**config.mk**
```make
export PLATFORM = sky130hd
export DESIGN_NAME = dac_serial_front
export DESIGN_NICKNAME = d
export VERILOG_FILES = /design/src/rtl/dsf_pkg.sv /design/src/rtl/dsf_sync.sv /design/src/rtl/dsf_shifter.sv /design/src/rtl/dsf_regs.sv /design/src/rtl/dac_serial_front.sv
export SDC_FILE = /design/constraint.sdc
export NUM_CORES = 1
export LEC_CHECK = 0
export CAP_MARGIN = 0
export CORE_UTILIZATION = 61
export DETAILED_ROUTE_END_ITERATION = 8
export PLACE_DENSITY = 0.92
export REMOVE_ABC_BUFFERS = 1
export SETUP_SLACK_MARGIN = 0.5
export SYNTH_ARGS = -nofsm -noshare
export SYNTH_HDL_FRONTEND = slang
export SYNTH_SLANG_ARGS = --single-unit
```
**constraint.sdc**
```tcl
create_clock -name clk -period 5.4 [get_ports clk]
set_clock_uncertainty 0.1 [all_clocks]
set_input_delay 1.08 -clock clk [delete_from_list [all_inputs] [get_ports clk]]
set_output_delay 1.08 -clock clk [all_outputs]
set_load 0.05 [all_outputs]
```
**src/rtl/dsf_pkg.sv**
```systemverilog
package dsf_pkg;

   localparam int unsigned NUM_CH = 2;

   typedef enum logic [3:0] {
      CMD_NOP  = 4'h0,
      CMD_WR_A = 4'h1,
      CMD_WR_B = 4'h2,
      CMD_RD_A = 4'h3,
      CMD_RD_B = 4'h4,
      CMD_CFG  = 4'h5
   } cmd_e;

   // bit 2: chained, bit 1: midscale clear, bit 0: rising-edge sampling
   typedef struct packed {
      logic daisy;
      logic clr_mid;
      logic rise;
   } cfg_t;

endpackage

```
**src/rtl/dsf_sync.sv**
```systemverilog
module dsf_sync #(
   parameter int unsigned  W       = 1,
   parameter int unsigned  STAGES  = 2,
   parameter logic [W-1:0] RST_VAL = '0
) (
   input  logic         clk,
   input  logic         rst_n,
   input  logic [W-1:0] d,
   output logic [W-1:0] q
);
   localparam int unsigned CHAIN_W = W * STAGES;

   if (STAGES < 2) begin : g_bad_stages
      $error("dsf_sync needs at least two stages");
   end

   logic [CHAIN_W-1:0] chain;

   always_ff @(posedge clk or negedge rst_n) begin
      if (!rst_n) chain <= {STAGES{RST_VAL}};
      else        chain <= {chain[CHAIN_W-W-1:0], d};
   end

   assign q = chain[CHAIN_W-1 -: W];
endmodule

```
**src/rtl/dsf_shifter.sv**
```systemverilog
module dsf_shifter #(
   parameter int unsigned WORD_W = 16,
   parameter int unsigned CNT_W  = 5
) (
   input  logic              clk,
   input  logic              rst_n,
   input  logic              frame_q,
   input  logic              sclk_q,
   input  logic              din_q,
   input  logic              rise_sel,
   input  logic              daisy,
   input  logic              ld_en,
   input  logic [WORD_W-1:0] ld_word,
   output logic              dout,
   output logic              word_stb,
   output logic [WORD_W-1:0] word,
   output logic              opp_edge,
   output logic [CNT_W-1:0]  bit_cnt
);
   localparam logic [CNT_W-1:0] CNT_FULL = CNT_W'(WORD_W);
   localparam logic [CNT_W-1:0] CNT_LAST = CNT_W'(WORD_W - 1);

   logic              sclk_d, frame_d;
   logic [WORD_W-1:0] shreg;
   logic              in_frame, sclk_up, sclk_dn, act_edge, shift_ok, full;
   logic              frame_start, frame_end;

   always_ff @(posedge clk or negedge rst_n) begin
      if (!rst_n) begin
         sclk_d  <= 1'b0;
         frame_d <= 1'b1;
      end else begin
         sclk_d  <= sclk_q;
         frame_d <= frame_q;
      end
   end

   assign in_frame    = ~frame_q;
   assign sclk_up     = sclk_q & ~sclk_d;
   assign sclk_dn     = ~sclk_q & sclk_d;
   assign act_edge    = in_frame & (rise_sel ? sclk_up : sclk_dn);
   assign opp_edge    = in_frame & (rise_sel ? sclk_dn : sclk_up);
   assign frame_start = ~frame_q & frame_d;
   assign frame_end   = frame_q & ~frame_d;
   assign full        = (bit_cnt == CNT_FULL);
   assign shift_ok    = act_edge & (daisy | ~full) & ~frame_start;

   // standalone words complete on the last edge; chained words on frame end
   assign word     = daisy ? shreg : {shreg[WORD_W-2:0], din_q};
   assign word_stb = daisy ? (frame_end & full)
                           : (shift_ok & (bit_cnt == CNT_LAST));

   always_ff @(posedge clk or negedge rst_n) begin
      if (!rst_n) begin
         shreg   <= '0;
         bit_cnt <= '0;
      end else begin
         if (frame_start) begin
            bit_cnt <= '0;
         end else if (shift_ok) begin
            shreg <= {shreg[WORD_W-2:0], din_q};
            if (!full) bit_cnt <= bit_cnt + 1'b1;
         end
         if (ld_en) shreg <= ld_word;
      end
   end

   always_ff @(posedge clk or negedge rst_n) begin
      if (!rst_n)        dout <= 1'b0;
      else if (opp_edge) dout <= shreg[WORD_W-1];
   end
endmodule

```
**src/rtl/dsf_regs.sv**
```systemverilog
module dsf_regs
   import dsf_pkg::*;
#(
   parameter int unsigned DATA_W = 12,
   parameter int unsigned CMD_W  = 4,
   parameter int unsigned WORD_W = 16
) (
   input  logic                          clk,
   input  logic                          rst_n,
   input  logic                          word_stb,
   input  logic [WORD_W-1:0]             word,
   input  logic                          upd_q,
   input  logic                          clr_q,
   output cfg_t                          cfg,
   output logic [NUM_CH-1:0][DATA_W-1:0] code,
   output logic                          rb_en,
   output logic [WORD_W-1:0]             rb_word
);
   localparam logic [DATA_W-1:0] MIDSCALE = DATA_W'(1) << (DATA_W - 1);
   localparam int unsigned       PAD_W    = WORD_W - DATA_W;

   cmd_e              cmd;
   logic [DATA_W-1:0] value, clr_val;
   logic [NUM_CH-1:0] wr_hit;
   logic              rd_hit, rd_ch, cfg_hit, upd_d, upd_fall, auto_upd;

   assign cmd      = cmd_e'(word[WORD_W-1 -: CMD_W]);
   assign value    = word[DATA_W-1:0];
   assign clr_val  = cfg.clr_mid ? MIDSCALE : '0;
   assign upd_fall = ~upd_q & upd_d;
   assign auto_upd = ~upd_q & word_stb;

   always_comb begin
      wr_hit  = '0;
      rd_hit  = 1'b0;
      rd_ch   = 1'b0;
      cfg_hit = 1'b0;
      if (word_stb) begin
         case (cmd)
            CMD_WR_A: wr_hit[0] = 1'b1;
            CMD_WR_B: wr_hit[1] = 1'b1;
            CMD_RD_A: rd_hit    = 1'b1;
            CMD_RD_B: begin
               rd_hit = 1'b1;
               rd_ch  = 1'b1;
            end
            CMD_CFG:  cfg_hit   = 1'b1;
            default:  ;
         endcase
      end
   end

   always_ff @(posedge clk or negedge rst_n) begin
      if (!rst_n) begin
         cfg   <= '0;
         upd_d <= 1'b1;
      end else begin
         upd_d <= upd_q;
         if (cfg_hit) cfg <= cfg_t'(value[2:0]);
      end
   end

   for (genvar ch = 0; ch < NUM_CH; ch++) begin : g_ch
      logic [DATA_W-1:0] in_r, in_nxt;

      assign in_nxt = wr_hit[ch] ? value : in_r;

      always_ff @(posedge clk or negedge rst_n) begin
         if (!rst_n) begin
            in_r     <= '0;
            code[ch] <= '0;
         end else if (!clr_q) begin
            in_r     <= clr_val;
            code[ch] <= clr_val;
         end else begin
            in_r <= in_nxt;
            if (upd_fall || auto_upd) code[ch] <= in_nxt;
         end
      end
   end

   always_ff @(posedge clk or negedge rst_n) begin
      if (!rst_n) begin
         rb_en   <= 1'b0;
         rb_word <= '0;
      end else begin
         rb_en <= rd_hit;
         if (rd_hit) rb_word <= {{PAD_W{1'b0}}, code[rd_ch]};
      end
   end
endmodule

```
**src/rtl/dac_serial_front.sv**
```systemverilog
module dac_serial_front
   import dsf_pkg::*;
#(
   parameter int unsigned DATA_W      = 12,
   parameter int unsigned CMD_W       = 4,
   parameter int unsigned WORD_W      = 16,
   parameter int unsigned SYNC_STAGES = 2
) (
   input  logic              clk,
   input  logic              rst_n,
   input  logic              frame_n,
   input  logic              ser_clk,
   input  logic              ser_din,
   input  logic              upd_n,
   input  logic              clear_n,
   output logic              ser_dout,
   output logic [DATA_W-1:0] code_a,
   output logic [DATA_W-1:0] code_b
);
   localparam int unsigned CNT_W = $clog2(WORD_W + 1);
   localparam int unsigned PIN_W = 5;

   if (WORD_W != CMD_W + DATA_W) begin : g_bad_word
      $error("word width must equal command plus data width");
   end
   if (CMD_W != 4) begin : g_bad_cmd
      $error("command field must be four bits");
   end
   if (DATA_W < 3) begin : g_bad_data
      $error("data field too narrow for the configuration bits");
   end

   logic [PIN_W-1:0]              pins_q;
   logic                          frame_q, sclk_q, din_q, upd_q, clr_q;
   cfg_t                          cfg;
   logic                          word_stb, rb_en, opp_edge;
   logic [WORD_W-1:0]             word, rb_word;
   logic [CNT_W-1:0]              bit_cnt;
   logic [NUM_CH-1:0][DATA_W-1:0] code;

   dsf_sync #(.W(PIN_W), .STAGES(SYNC_STAGES), .RST_VAL(5'b10011)) u_sync (
      .clk   (clk),
      .rst_n (rst_n),
      .d     ({frame_n, ser_clk, ser_din, upd_n, clear_n}),
      .q     (pins_q)
   );

   assign {frame_q, sclk_q, din_q, upd_q, clr_q} = pins_q;

   dsf_shifter #(.WORD_W(WORD_W), .CNT_W(CNT_W)) u_shift (
      .clk      (clk),
      .rst_n    (rst_n),
      .frame_q  (frame_q),
      .sclk_q   (sclk_q),
      .din_q    (din_q),
      .rise_sel (cfg.rise),
      .daisy    (cfg.daisy),
      .ld_en    (rb_en),
      .ld_word  (rb_word),
      .dout     (ser_dout),
      .word_stb (word_stb),
      .word     (word),
      .opp_edge (opp_edge),
      .bit_cnt  (bit_cnt)
   );

   dsf_regs #(.DATA_W(DATA_W), .CMD_W(CMD_W), .WORD_W(WORD_W)) u_regs (
      .clk      (clk),
      .rst_n    (rst_n),
      .word_stb (word_stb),
      .word     (word),
      .upd_q    (upd_q),
      .clr_q    (clr_q),
      .cfg      (cfg),
      .code     (code),
      .rb_en    (rb_en),
      .rb_word  (rb_word)
   );

   assign code_a = code[0];
   assign code_b = code[1];
endmodule

```
==> results of run 1 <==
-- layout make-up --
| type | count | area, µm² |
|---|---|---|
| Timing Repair Buffer | 36 | 345 |
| Fill cell | 513 | 2160 |
| Clock buffer | 9 | 124 |
| Inverter | 30 | 113 |
| Tap cell | 99 | 124 |
| Sequential cell | 99 | 2490 |
| Multi-Input combinational cell | 251 | 1810 |
| Clock inverter | 7 | 96.3 |
-- worst min path at each step --
stage / from / slack (ns) / cells past startpoint / endpoint
CTS: u_sync.chain[2] / 0.26 / 0 / u_sync.chain[7]
global placement: u_sync.chain[3] / 0.24 / 0 / u_sync.chain[8]
detailed placement: u_sync.chain[3] / 0.23 / 0 / u_sync.chain[8]
global route: u_sync.chain[2] / 0.26 / 0 / u_sync.chain[7]
finish: u_sync.chain[2] / 0.25 / 0 / u_sync.chain[7]
floorplan: u_sync.chain[2] / 0.23 / 0 / u_sync.chain[7]
-- placed cells by master, fill, tap and decap left out, types with 9 or more instances in the layout --
cell | netlist | layout
a21boi_0 | 10 | 10
a21oi_1 | 26 | 26
a221o_1 | 12 | 12
and3_1 | 13 | 13
clkbuf_8 | 0 | 9
clkdlybuf4s50_1 | 0 | 30
dfrtp_1 | 91 | 91
inv_1 | 29 | 29
mux2_2 | 10 | 10
mux2i_1 | 24 | 24
nand2_1 | 23 | 23
nor2_1 | 14 | 14
nor3_1 | 29 | 29
o21ai_0 | 14 | 14
o32ai_1 | 21 | 21
-- layer usage --
metal  routed length, µm  vias up  part of all wire
met5                   0        -                 0
met4                 223        0             0.022
met3                 667       24             0.067
met2                4920      132              0.49
met1                4150     1688              0.42
li1                    -     1530                 -
-- flip-flops by register name, indices dropped and copies added, names as in the netlist, 3 cells and up --
name              count
u_regs.cfg            3
u_regs.code          24
u_regs.g_ch.in_r     24
u_regs.rb_word       12
u_shift.bit_cnt       5
u_shift.shreg        16
u_sync.chain         10
-- stage by stage --
| stage | util | hold WS (ns) | setup WS [ns] | area [µm²] |
|---|---|---|---|---|
| 6_report | 0.702 | 0.250 | 1.89 | 5090 |
| 5_1_grt | 0.702 | 0.264 | 1.78 | 5090 |
| 4_1_cts | 0.702 | 0.258 | 2.04 | 5090 |
| 3_5_place_dp | 0.672 | 0.235 | 2.06 | 4870 |
| 3_3_place_gp | 0.672 | 0.238 | 2.26 | 4870 |
| 2_1_floorplan | - | 0.231 | 2.72 | 4410 |
-- synth_stat cells (all sizes together), types with 3 or more instances --
library cell   n  share of area
dfrtp         91           0.50
nor3          31          0.036
a21oi         30          0.036
inv           29          0.024
mux2i         24          0.053
o32ai         24          0.051
nand2         23          0.019
buf           16          0.025
o21ai         15          0.017
nor2          14          0.012
and3          13          0.018
a21boi        12          0.020
a221o         12          0.026
clkbuf        12         0.0099
mux2          10          0.025
dfstp          8          0.046
nand2b         6         0.0082
nor4           6         0.0082
o31ai          4         0.0066
ha             3         0.0082
-- critical path, delay by kind of cell, from the launching register on --
family,cells,cell delay [ns]
and+or+nand+nor,2,1.67
AOI/OAI and AO/OA,3,0.87
DFF,1,0.78
-- cells by family after synthesis --
group,after synthesis,share of synthesized area
buffers and inverters,58,0.0600
muxes,34,0.0773
xor gates and xnor gates,2,0.00384
AOI/OAI and AO/OA,107,0.182
DFF,99,0.545
adders and majority gates,3,0.00822
and+or+nand+nor,105,0.124
-- power by group through the flow --
stage / combinational (µW) / sequential (µW) / clock (µW)
floorplan: 46.9 / 791 / 0
detailed placement: 79.9 / 797 / 0
finish: 79.7 / 784 / 518
CTS: 80.6 / 784 / 521
global route: 90.0 / 786 / 546
global placement: 76.6 / 796 / 0
==> flow_summary.toml, run 1 <==
[die]
die_area_mm2 = 0.00784
initial_utilization = 0.630
rows = 31
die_y_um = 88.5
fp.coreArea_mm2 = 0.00725
die_x_um = 88.5
ios = 32

[timing]
finalSetupTns_ns = 0
setup_viol = 0
fmax_mhz = 285
worst_pin_slew_ns = 1.39
hold_violations = 0
fin_crit_sh = 0.651
maxSlewHeadroom = 0.0674
slew_viol_final = 0
rsz0062_at_grt = "no"
min_period_ns = 3.51

[layout]
nets = 437
diodes = 0
area_delta_synth_final_pct = 11.6
final_layout_size_suffix_gt1_frac = 0.137
layout.cells.non_filler = 531

[global_route]
grt_pass1_wl_mm = 16.2
met1_usage = 0.377
grt_max_degree = 73
busiest_layer = "met2"
grt_overflow = 0
antenna_found_initial = 0
gr-usage-all-layers = 0.278
first_global_vias = 3275
met3_usage = 0.0513
met2_usage = 0.446

[placement]
hpwl_mm = 6.07
place.port_buffers = 31
globalplace.congestion = 0.822
dp_cells = 515

[cts]
worstSkewPairLatency_ns = 0.38
clkSinkCount = 99
postCtsSetupBuffers = 0
cts.path.max_buffers = 2
cts.repair.resized = 0
cts_tree = "done"
clk_pin_slew_ns = 0.11
cts.htree.levels = 3
cts_buffers = 9
clock_tree.root_cell = "clkbuf_8"
cts_hold_buf = 0

[pwr]
vdd_drop_max_v = 0.000157
netSwitchingPower_uw = 360
combinationalPowerShare = 0.058
design_power_total_uw = 1380
p_clk_frac = 0.375
switching_share = 0.260
power_frac_seq = 0.568
p_per_area_mw_per_mm2 = 271
p_leak_uw = 0.00207
p_int_uw = 1020

[critical_path]
critPathCapture = "u_regs.code[10]"
reg2reg_from = "u_regs.cfg[2]"
cp_data_arrival_time_ns = 3.70
cp_max_fo = 25
rrSetupSlack_ns = 1.89
worstRegToRegCells = 5
cpMaxStageDelayCell = "nor2_1"
end_kind = "register"
cp.required_ns = 5.59
worstSetupStartpoint = "u_regs.cfg[2]"
regToRegEndpoint = "u_regs.code[10]"
crit_path_start_kind = "register"
worstPathCellList = "or3b_2 -> a21o_1 -> nor2_1 -> a21oi_1 -> o32ai_2"
cpPeakStageDelay_ns = 1.06
path_class = "register to register"

[synth]
synthFlopType = "dfrtp_1"
netlist_area_mm2 = 0.00457
ys_ff_latch = 99
synth_cell_types = 50
postSynth.asyncResetShare = 1.00
synth-edff-count = 0
yosys_warnings = 0
avgSynthCellArea_um2 = 11.2
syn_inst = 408
ys_seq_area_frac = 0.545

[drt]
drt_pass1_iterations = 5
dr_total_vias = 3374
ant_nets = 0
routedWlPerCell_um = 18.8
wl_mm = 9.97
drt_iter0_markers = 401
via_per_inst = 6.35
route.detailed.drc = 0

[outcome]
status = "finished, final reports clean"

[job]
cap_violations = 0

[hold_path]
hold_path.class = "register to register"
Note: power is estimated with default switching activity, not from simulation.
==> run 2: changes to the inputs <==
--- a/config.mk
+++ b/config.mk
@@ -6,9 +6,9 @@
 export NUM_CORES = 1
 export LEC_CHECK = 0
 export CAP_MARGIN = 0
-export CORE_UTILIZATION = 61
+export CORE_UTILIZATION = 53
 export DETAILED_ROUTE_END_ITERATION = 8
-export PLACE_DENSITY = 0.92
+export PLACE_DENSITY = 0.86
 export REMOVE_ABC_BUFFERS = 1
 export SETUP_SLACK_MARGIN = 0.5
 export SYNTH_ARGS = -nofsm -noshare
==> constraint.sdc (replaced) <==
create_clock -name clk -period 3.15 [get_ports clk]
set_clock_uncertainty 0.1 [all_clocks]
set_input_delay 0.63 -clock clk [delete_from_list [all_inputs] [get_ports clk]]
set_output_delay 0.63 -clock clk [all_outputs]
set_load 0.05 [all_outputs]
==> flow_summary.toml, run 2 (same netlist as run 1, synthesis figures left out) <==
[cts]
cts_buffers = 9
cts.path.max_buffers = 2
clkSinkCount = 99
cts_tree = "done"
cts.htree.levels = 3
worstSkewPairLatency_ns = 0.37
clock_tree.root_cell = "clkbuf_8"
cts_hold_buf = 0
clk_pin_slew_ns = 0.10

[pwr]
vdd_drop_max_v = 0.000270
p_leak_uw = 0.00219
p_per_area_mw_per_mm2 = 446

[drt]
via_per_inst = 6.63
wl_mm = 11.7
drt_iter0_markers = 418
drt_pass1_iterations = 5
route.detailed.drc = 0
routedWlPerCell_um = 21.1
ant_nets = 0
dr_total_vias = 3664

[critical_path]
cp.required_ns = 3.30
path_class = "register to register"
regToRegEndpoint = "u_regs.code[15]"
cp_data_arrival_time_ns = 2.79
end_kind = "register"
critPathCapture = "u_regs.code[15]"
cp_max_fo = 12
rrSetupSlack_ns = 0.51
worstSetupStartpoint = "u_sync.chain[8]"
reg2reg_from = "u_sync.chain[8]"
crit_path_start_kind = "register"
worstRegToRegCells = 7

[timing]
fin_crit_sh = 0.837
setup_viol = 0
fin_ws_ns = 0.513
worst_pin_slew_ns = 0.893
rsz0062_at_grt = "yes"
slew_viol_final = 0
min_period_ns = 2.64
finalSetupTns_ns = 0
maxSlewHeadroom = 0.405
fmax_mhz = 379
hold_violations = 0

[die]
die_y_um = 94.8
ios = 32
initial_utilization = 0.553
die_area_mm2 = 0.00899
die_x_um = 94.8
fp.coreArea_mm2 = 0.00826
rows = 33

[global_route]
grt_max_degree = 53
gr-usage-all-layers = 0.271
grt_pass1_wl_mm = 18.3
first_global_vias = 3665
grt_overflow = 0
antenna_found_initial = 0

[layout]
nets = 453
diodes = 0
area_delta_synth_final_pct = 18.8
layout_commonest_cell = "dfrtp_1"
final_layout_size_suffix_gt1_frac = 0.214
reg_top3 = "u_regs.code (24), u_regs.g_ch.in_r (24), u_shift.shreg (16)"
layout_common_cells = "dfrtp_1 (89), clkdlybuf4s50_1 (30), inv_1 (29), a21oi_1 (26), nor3_1 (25)"
n_fill_cell = 582

[hold_path]
hold_path.class = "input pin to async pin"

[outcome]
status = "finished, final reports clean"

[job]
cap_violations = 0

[placement]
place_ws_ns = 0.415
hpwl_mm = 6.59
globalplace.congestion = 0.814
place.port_buffers = 31
-- run 2: cell types whose count changed in the layout (fill, tap and decap cells not counted), sizes merged --
cell and delta:
a21o +2, buf +14, bufinv +1, clkbuf +2, clkinv -1, inv -2
-- run 2: critical path, stage by stage, from the launching register on --
cell and delay, ns:
dfrtp_2 0.45, or4b_4 0.57, a2111oi_4 0.41, buf_4 0.20, a21o_4 0.17, buf_6 0.16, a21oi_1 0.10, o32ai_1 0.35
-- run 2: worst min-delay path by stage --
| stage | end | cells after the start | start | slack (ns) |
|---|---|---|---|---|
| detailed placement | u_sync.chain[7] | 0 | u_sync.chain[2] | 0.24 |
| CTS | u_shift.bit_cnt[1] | 1 | rst_n | 0.21 |
| floorplan | u_regs.cfg[0] | 0 | rst_n | 0.23 |
| global route | u_shift.shreg[4] | 1 | rst_n | 0.22 |
| finish | u_shift.shreg[4] | 1 | rst_n | 0.17 |
| global placement | u_sync.chain[7] | 0 | u_sync.chain[2] | 0.24 |
-- run 2: final cells by class --
cell class	count	area (µm²)	share of cell area
inverter	30	113	0.0208
clock inverter	5	85.1	0.0157
sequential	99	2490	0.459
clock buffer	11	131	0.0242
multi-input combinational	253	2000	0.369
timing repair buffer	50	474	0.0874
tap	105	131	0.0242
-- run 2: power breakdown --
| part | total, µW | switching (µW) | internal (µW) |
|---|---|---|---|
| clock network | 912 | 459 | 453 |
| logic | 160 | 100 | 59.4 |
| registers | 1350 | 38.8 | 1310 |
| total | 2420 | 598 | 1820 |
-- run 2: metal layers --
layer | GRT usage | vias to the layer above | routed length [µm]
li1 | - | 1557 | -
met1 | 0.365 | 1817 | 4550
met2 | 0.422 | 253 | 5740
met3 | 0.0612 | 37 | 1010
met4 | 0.117 | 0 | 359
met5 | 0 | - | 0
-- run 2: what timing repair did --
action	in CTS	in global routing
pin swaps	3	3
resized for setup	11	22
setup endpoints to repair	34	62
cloned	2	0
buffers inserted	4	2
-- run 2: through the flow --
step	area, µm²	std cells	total power [µW]	hold WS (ns)	util
global route	5430	553	2490	0.220	0.657
finish	5430	553	2420	0.174	0.657
global placement	4950	529	1500	0.237	0.600
CTS	5280	551	2410	0.206	0.639
detailed placement	4950	529	1520	0.243	0.600
floorplan	4410	380	1440	0.231	-
==> run 3: changes to the inputs <==
--- a/config.mk
+++ b/config.mk
@@ -6,9 +6,9 @@
 export NUM_CORES = 1
 export LEC_CHECK = 0
 export CAP_MARGIN = 0
-export CORE_UTILIZATION = 53
+export CORE_UTILIZATION = 58
 export DETAILED_ROUTE_END_ITERATION = 8
-export PLACE_DENSITY = 0.86
+export PLACE_DENSITY = 0.89
 export REMOVE_ABC_BUFFERS = 1
 export SETUP_SLACK_MARGIN = 0.5
 export SYNTH_ARGS = -nofsm -noshare
==> constraint.sdc (replaced) <==
create_clock -name clk -period 2.6 [get_ports clk]
set_clock_uncertainty 0.1 [all_clocks]
set_input_delay 0.52 -clock clk [delete_from_list [all_inputs] [get_ports clk]]
set_output_delay 0.52 -clock clk [all_outputs]
set_load 0.05 [all_outputs]
==> flow_summary.toml, run 3 (same netlist as run 1, synthesis figures left out) <==
[timing]
hold_violations = 0
worst_pin_slew_ns = 1.01
fin_ws_ns = 0.0675
fmax_mhz = 395
min_period_ns = 2.53
slew_viol_final = 0
maxSlewHeadroom = 0.324
rsz0062_at_grt = "yes"
hold_slack_ns = 0.0721
fin_crit_sh = 0.974
setup_viol = 0

[cts]
cts_buffers = 9
worstSkewPairLatency_ns = 0.39
clkSinkCount = 99
cts.htree.levels = 3
cts_tree = "done"
clk_pin_slew_ns = 0.10
clock_tree.root_cell = "clkbuf_8"
cts_hold_buf = 0
cts.path.max_buffers = 2

[global_route]
gr-usage-all-layers = 0.353
met1_usage = 0.432
busiest_layer = "met2"
grt_overflow = 0
met3_usage = 0.104
grt_max_degree = 54
grt_pass1_wl_mm = 22.0
first_global_vias = 4088
antenna_found_initial = 0
met2_usage = 0.559

[layout]
layout_commonest_cell = "dfrtp_1"
area_delta_synth_final_pct = 35.8
multi_input_area_mm2 = 0.00244
nets = 479
layout_common_cells = "dfrtp_1 (87), inv_1 (28), dlygate4sd2_1 (25), a21oi_1 (24), buf_4 (24)"
diodes = 0
final_layout_size_suffix_gt1_frac = 0.384
reg_top3 = "u_regs.code (24), u_regs.g_ch.in_r (24), u_shift.shreg (16)"
n_fill_cell = 329
regArea_mm2 = 0.00249

[critical_path]
rrSetupSlack_ns = 0.07
worstRegToRegCells = 8
critPathCapture = "u_regs.code[13]"
worstSetupStartpoint = "u_sync.chain[8]"
end_kind = "register"
cp.required_ns = 2.75
cp_max_fo = 11
path_class = "register to register"
crit_path_start_kind = "register"
cp_data_arrival_time_ns = 2.68
regToRegEndpoint = "u_regs.code[13]"
reg2reg_from = "u_sync.chain[8]"

[die]
initial_utilization = 0.613
die_x_um = 90.7
fp.coreArea_mm2 = 0.00745
ios = 32
die_y_um = 90.7
die_area_mm2 = 0.00823
rows = 31

[drt]
dr_total_vias = 4245
via_per_inst = 7.41
routedWlPerCell_um = 29.3
drt_pass1_iterations = 6
drt_iter0_markers = 682
wl_mm = 16.8
ant_nets = 0
route.detailed.drc = 0

[pwr]
p_clk_frac = 0.354
netSwitchingPower_uw = 877
p_leak_uw = 0.00256
p_int_uw = 2160
switching_share = 0.289
power_frac_seq = 0.544
vdd_drop_max_v = 0.000489
p_per_area_mw_per_mm2 = 489
combinationalPowerShare = 0.102

[job]
cap_violations = 0

[placement]
place.port_buffers = 31
place_ws_ns = -0.171
hpwl_mm = 6.70
globalplace.congestion = 0.844

[outcome]
status = "finished, final reports clean"

[hold_path]
hold_path.class = "input pin to async pin"
## run 3: cell types whose count changed in the layout (fill, tap and decap cells not counted), sizes merged
cell           previous run  this run
clkinvlp                  1         2
o21ai                    15        17
bufinv                    2         1
dlygate4sd2               0        25
a21o                      4         2
inv                      30        31
clkbuf                   11        12
clkdlybuf4s50            30         5
buf                      20        44
## run 3: metrics by stage
stage                     instance area (µm²)  setup TNS, ns  total power [µW]   util  std cells
final                                    6200              0              3030  0.833        573
after global routing                     6200              0              3080  0.833        573
after CTS                                5690              0              2880  0.765        560
after detailed placement                 5010          -3.65              1840  0.673        528
after global placement                   5010          -1.74              1820  0.673        528
after floorplan                          4410         -0.691              1740      -        380
## run 3: worst min-delay path by stage
stage                          startpoint                       to  slack (ns)  depth (start not counted)
after floorplan                     rst_n            u_regs.cfg[0]        0.12                          0
after global placement    u_sync.chain[3]          u_sync.chain[8]        0.24                          0
after detailed placement  u_sync.chain[4]          u_sync.chain[9]        0.25                          0
after CTS                           rst_n           u_regs.code[9]        0.09                          1
after global routing                rst_n         u_shift.shreg[3]        0.13                          1
final                               rst_n  u_regs.g_ch[1].in_r[11]        0.07                          1
## run 3: power by group through the flow
stage | sequential (µW) | combinational (µW) | clock (µW)
after CTS | 1630 | 222 | 1030
final | 1650 | 310 | 1070
after floorplan | 1640 | 97.4 | 0
after detailed placement | 1660 | 183 | 0
after global routing | 1650 | 319 | 1110
after global placement | 1650 | 173 | 0
## run 3: final cells by class
cell class              count  area share
flip-flops and latches     99       0.402
inverters                  30      0.0182
repair buffers             76       0.135
clock inverters             6      0.0119
clock buffers              10      0.0206
multi-input cells         253       0.393
well taps                  99      0.0200
## run 3: critical path, stage by stage, from the launching register on
cell       delay [ns]
dfrtp_1          0.42
or4b_4           0.55
a2111oi_4        0.35
buf_4            0.20
buf_4            0.13
a2111oi_4        0.08
a21oi_4          0.26
buf_12           0.21
o32ai_4          0.10
## run 3: routing by layer
| metal | vias up | part of all wire |
|---|---|---|
| li1 | 1614 | - |
| met1 | 2068 | 0.35 |
| met2 | 423 | 0.45 |
| met3 | 140 | 0.12 |
| met4 | 0 | 0.079 |
| met5 | - | 0 |
## run 3: what timing repair did
| action | 4_1_cts | 5_1_grt |
|---|---|---|
| pin swaps | 30 | 16 |
| gates cloned | 4 | 4 |
| resized for setup | 88 | 79 |
| setup buffers | 12 | 9 |
| setup endpoints to repair | 89 | 81 |
